**config.mk**
```make
export PLATFORM = sky130hd
export DESIGN_NAME = bcnt_top
export DESIGN_NICKNAME = d
export VERILOG_FILES = /design/src/rtl/bcnt_pkg.sv /design/src/rtl/bcnt_base_reg.sv /design/src/rtl/bcnt_beat_ctr.sv /design/src/rtl/bcnt_order_map.sv /design/src/rtl/bcnt_top.sv
export SDC_FILE = /design/constraint.sdc
export NUM_CORES = 1
export LEC_CHECK = 0
export ABC_AREA = 1
export BUFFER_PORTS_ARGS = -buffer_cell sky130_fd_sc_hd__buf_2
export CORE_MARGIN = 2
export CORE_UTILIZATION = 45
export DETAILED_ROUTE_END_ITERATION = 8
export PLACE_DENSITY = 0.8
export SLEW_MARGIN = 10
export SYNTH_ARGS = -nofsm -noshare
export SYNTH_HDL_FRONTEND = slang
export SYNTH_SLANG_ARGS = --single-unit
```
**constraint.sdc**
```tcl
create_clock -name clk -period 1.1 [get_ports clk]
set_input_delay 0.22 -clock clk [delete_from_list [all_inputs] [get_ports clk]]
set_output_delay 0.22 -clock clk [all_outputs]
set_load 0.005 [all_outputs]
```
**src/rtl/bcnt_pkg.sv**
```systemverilog
package bcnt_pkg;
  typedef enum logic {
    ORD_LINEAR     = 1'b0,
    ORD_INTERLEAVE = 1'b1
  } order_e;
endpackage

```
**src/rtl/bcnt_base_reg.sv**
```systemverilog
// Holds the start address of the current burst.
module bcnt_base_reg #(
  parameter int ADDR_W = 16
) (
  input  logic              clk,
  input  logic              rst,
  input  logic              ld_i,
  input  logic [ADDR_W-1:0] ld_addr_i,
  output logic [ADDR_W-1:0] base_o
);
  logic [ADDR_W-1:0] base_q;

  always_ff @(posedge clk) begin
    if (rst)       base_q <= '0;
    else if (ld_i) base_q <= ld_addr_i;
  end

  assign base_o = base_q;
endmodule

```
**src/rtl/bcnt_beat_ctr.sv**
```systemverilog
// Wrapping beat index: cleared by reset or load, stepped by advance.
module bcnt_beat_ctr #(
  parameter int BEAT_W = 2
) (
  input  logic              clk,
  input  logic              rst,
  input  logic              ld_i,
  input  logic              adv_i,
  output logic [BEAT_W-1:0] beat_o,
  output logic [BEAT_W-1:0] beat_nxt_o
);
  logic [BEAT_W-1:0] beat_q;
  logic [BEAT_W-1:0] beat_inc;

  assign beat_inc = beat_q + BEAT_W'(1);

  always_ff @(posedge clk) begin
    if (rst)        beat_q <= '0;
    else if (ld_i)  beat_q <= '0;
    else if (adv_i) beat_q <= beat_inc;
  end

  assign beat_o     = beat_q;
  assign beat_nxt_o = beat_inc;
endmodule

```
**src/rtl/bcnt_order_map.sv**
```systemverilog
// Maps a beat index onto low address bits in the chosen order.
module bcnt_order_map
  import bcnt_pkg::*;
#(
  parameter int BEAT_W = 2
) (
  input  logic [BEAT_W-1:0] start_i,
  input  logic [BEAT_W-1:0] beat_i,
  input  logic              mode_i,
  output logic [BEAT_W-1:0] low_o
);
  logic [BEAT_W-1:0] lin_low;
  logic [BEAT_W-1:0] ilv_low;
  order_e            ord;

  assign ord     = order_e'(mode_i);
  assign lin_low = start_i + beat_i;

  for (genvar b = 0; b < BEAT_W; b++) begin : g_ilv
    assign ilv_low[b] = start_i[b] ^ beat_i[b];
  end

  always_comb begin
    case (ord)
      ORD_LINEAR: low_o = lin_low;
      default:    low_o = ilv_low;
    endcase
  end
endmodule

```
**src/rtl/bcnt_top.sv**
```systemverilog
// Burst address sequencer top: registered address and beat outputs.
module bcnt_top #(
  parameter int ADDR_W = 16,
  parameter int BEAT_W = 2
) (
  input  logic              clk,
  input  logic              rst,
  input  logic              ld_i,
  input  logic [ADDR_W-1:0] ld_addr_i,
  input  logic              adv_i,
  input  logic              mode_i,
  output logic [ADDR_W-1:0] addr_o,
  output logic [BEAT_W-1:0] beat_o
);
  localparam int HI_W = ADDR_W - BEAT_W;

  logic [ADDR_W-1:0] base;
  logic [BEAT_W-1:0] beat_nxt;
  logic [BEAT_W-1:0] low_nxt;
  logic [ADDR_W-1:0] addr_q;

  bcnt_base_reg #(.ADDR_W(ADDR_W)) base_i (
    .clk(clk), .rst(rst), .ld_i(ld_i), .ld_addr_i(ld_addr_i), .base_o(base)
  );

  bcnt_beat_ctr #(.BEAT_W(BEAT_W)) beat_i (
    .clk(clk), .rst(rst), .ld_i(ld_i), .adv_i(adv_i),
    .beat_o(beat_o), .beat_nxt_o(beat_nxt)
  );

  bcnt_order_map #(.BEAT_W(BEAT_W)) map_i (
    .start_i(base[BEAT_W-1:0]), .beat_i(beat_nxt), .mode_i(mode_i), .low_o(low_nxt)
  );

  always_ff @(posedge clk) begin
    if (rst)        addr_q <= '0;
    else if (ld_i)  addr_q <= ld_addr_i;
    else if (adv_i) addr_q <= {base[ADDR_W-1:BEAT_W], low_nxt};
  end

  assign addr_o = addr_q;

  if (HI_W < 1) begin : g_bad_width
    initial $error("bcnt_top: ADDR_W must exceed BEAT_W");
  end
endmodule

```
==> flow_summary_export.csv <==
group,metric,value,unit
worst_setup_path,critical_path_class,"register to output pin",
worst_setup_path,worstPathRequired,880,ps
worst_hold_path,hp-class,"primary input to register",
grt,grt-ovfl-total,0,
place,dp_slack,-23.0,ps
finish,final_util,0.600,
synth,synth-seq-area-share,0.507,
floorplanning,row_count,19,
floorplanning,start_util,0.479,
finish,num_antenna_cells,0,
clocking,clkLatencyLatePin,330,ps
pwr,power.total,0.00241,W
synth,ys_ff_latch,34,
synth,synth_top_area_frac,0.507,
pwr,ir_drop,0.00103,V
routing,drt_iter0_markers,18,
synth,synth_commonest_cells,"dfxtp_1, nand2_1, mux2i_1, nor2_1, a21oi_1",
synth,synth_ff_type,"dfxtp_1",
grt,grt_pass1_vias,1082,
synth,syn_area,1340,um2
routing,drc,1,
worst_setup_path,crit_path_max_fanout,3,
worst_setup_path,cp_common_cell,"buf_6",
timing,final-setup-viol-count,1,
finish,syn2layout_area_growth,25.4,%
timing,drv_slew,0,
timing,rsz0062_at_grt,"yes",
synth,synth_edf_count,0,
clocking,cts-buffers-inserted,5,
timing,max_slew_margin,0.839,
finish,fin_area,1680,um2
place,placed_cells,208,
place,hpwlAfterDp,2020,um
synth,synth_area_leader_cell,"dfxtp_1",
clocking,clock_sinks,34,
clocking,path_clk_slew,100,ps
grt,grt.total_usage,0.178,
worst_setup_path,cpPeakStageDelay,340,ps
synth,synth_warnings,0,
timing,hold_violations,0,
worst_setup_path,cpMaxStageDelayCell,"dfxtp_2",
synth,async_flop_share,0,
routing,wl_per_cell,12.5,um
routing,ant_nets,0,
synth,synth_cell_type_count,21,
timing,finClkSkew,4.19,ps
worst_hold_path,hold_start,"ld_addr_i[10]",
worst_setup_path,critPathCaptureType,"output pin",
place,dpl_cell_area,1580,um2
finish,fillCellCount,262,
timing,post-route-period-util,1.01,
finish,drive_gt1_frac,0.425,
synth,syn_nets,162,
place,place.gp.congestion,0.807,
worst_setup_path,cp_top_family,"flip-flops",
pwr,power_density,1430,nW/um2
clocking,htree_num_levels,2,
timing,worst_slack,-7.92,ps
place,placement.io_buffers,38,
worst_setup_path,crit_buf_inv,2,
worst_setup_path,arrival,890,ps
floorplanning,die-area,3440,um2
routing,post_drt_via_cell_ratio,5.01,
grt,antenna_found_initial,0,
pwr,p_leak,0.821,nW
clocking,cts_tree,"built",
routing,first_pass_iters,6,
outcome,violations,"design-rule violations, negative setup slack",
clocking,cts_root_buf,"clkbuf_4",
timing,fmax,903,MHz
job,cap_violations,0,
floorplanning,die_x,58.6,um
finish,regArea,686,um2
worst_setup_path,critPathLaunchType,"register",
synth,netlist_top_cells_area,"dfxtp_1, mux2i_1, nand2_1, a21oi_1, buf_6",
clocking,clk_path_buf_depth,2,
synth,synth_area_per_cell,9.59,um2
floorplanning,ios,39,
floorplanning,coreArea,2810,um2
finish,multi_input_area,561,um2
worst_setup_path,crit_start,"beat_i.beat_o[0]",
worst_setup_path,rr_startpoint,"beat_i.beat_o[0]",
synth,postSynthCellCount,140,
finish,stdcell_count,217,
worst_setup_path,path_cells,"buf_6, buf_6",
routing,vias,1087,
finish,fin_nets,207,
floorplanning,die_h,58.6,um
timing,tightestPinTransition,234,ps
synth,synth_most_common_cell,"dfxtp_1",
timing,min_period,1110,ps
grt,grt_pass1_wl,4550,um
routing,wl,2710,um
grt,grt_max_degree,29,
outcome,status,"finished with violations",
-- final timing paths --
check / endpoint / slack, ps / cells past startpoint
max: beat_o[0] / -8 / 2
min: base_i.base_o[10] / 150 / 3
max reg2reg: addr_o[1] / 30 / 9
min reg2reg: base_i.base_o[10] / 510 / 2
-- metrics by stage --
stage	setup TNS [ps]	hold slack, ps
2_1_floorplan	0	366
3_3_place_gp	0	465
3_5_place_dp	-37.7	473
4_1_cts	-24.9	126
5_1_grt	-64.7	153
6_report	-7.92	149
-- per-layer routing --
layer  share of wire  global-route usage
met1            0.43               0.198
met5               0                   0
met2            0.49               0.289
met3           0.072              0.0747
met4           0.011              0.0942
-- cell usage in the layout, fill, tap and decap left out, types with 2 or more instances in the layout --
| cell type | Yosys | final |
|---|---|---|
| o21ai_2 | 6 | 6 |
| clkbuf_4 | 0 | 5 |
| nor2_1 | 14 | 14 |
| buf_12 | 0 | 2 |
| nand2_2 | 0 | 3 |
| dfxtp_1 | 34 | 30 |
| nand3_1 | 4 | 3 |
| buf_2 | 1 | 37 |
| nand2_1 | 18 | 15 |
| buf_4 | 0 | 4 |
| o21ai_0 | 3 | 3 |
| a21oi_1 | 12 | 12 |
| a21oi_2 | 6 | 6 |
| dfxtp_2 | 0 | 4 |
| o21ai_1 | 6 | 6 |
| inv_2 | 3 | 3 |
| mux2i_1 | 14 | 14 |
| inv_1 | 7 | 7 |
| buf_6 | 5 | 2 |
-- registers in the layout (all words and copies together), names as in the netlist --
register	flops
addr_o	16
beat_i.beat_o	2
base_i.base_o	16
-- timing repair --
| item | in CTS | in global routing |
|---|---|---|
| gates resized for setup | 7 | 5 |
| pin swaps | 2 | 2 |
| buffers inserted | 1 | 0 |
| endpoints found under the setup margin | 2 | 5 |
| hold buffers | 0 | 0 |
-- logic make-up after synthesis --
group / Yosys count / synth area share
compound gates: 35 / 0.166
fa+ha+maj: 1 / 0.00932
buf+inv: 19 / 0.0941
flops: 34 / 0.507
mux: 14 / 0.104
simple gates: 37 / 0.119
-- worst min-delay path, delay by kind of cell --
| family | cells | cell delay (ps) |
|---|---|---|
| and+or+nand+nor | 1 | 80 |
| buffers and inverters | 1 | 70 |
| muxes | 1 | 70 |
-- power by group --
| part | total (W) | switching, W | internal (W) |
|---|---|---|---|
| Combinational | 0.000359 | 0.000186 | 0.000173 |
| Clock | 0.000702 | 0.000393 | 0.000309 |
| Sequential | 0.00135 | 0.0000382 | 0.00131 |
-- layout make-up --
| class | count | share of cell area |
|---|---|---|
| multi-input cells | 87 | 0.333 |
| clock inverters | 1 | 0.00297 |
| repair buffers | 45 | 0.165 |
| well taps | 31 | 0.0230 |
| clock buffers | 7 | 0.0327 |
| inverters | 12 | 0.0364 |
| flip-flops and latches | 34 | 0.407 |
Note: power is estimated with default switching activity, not from simulation.
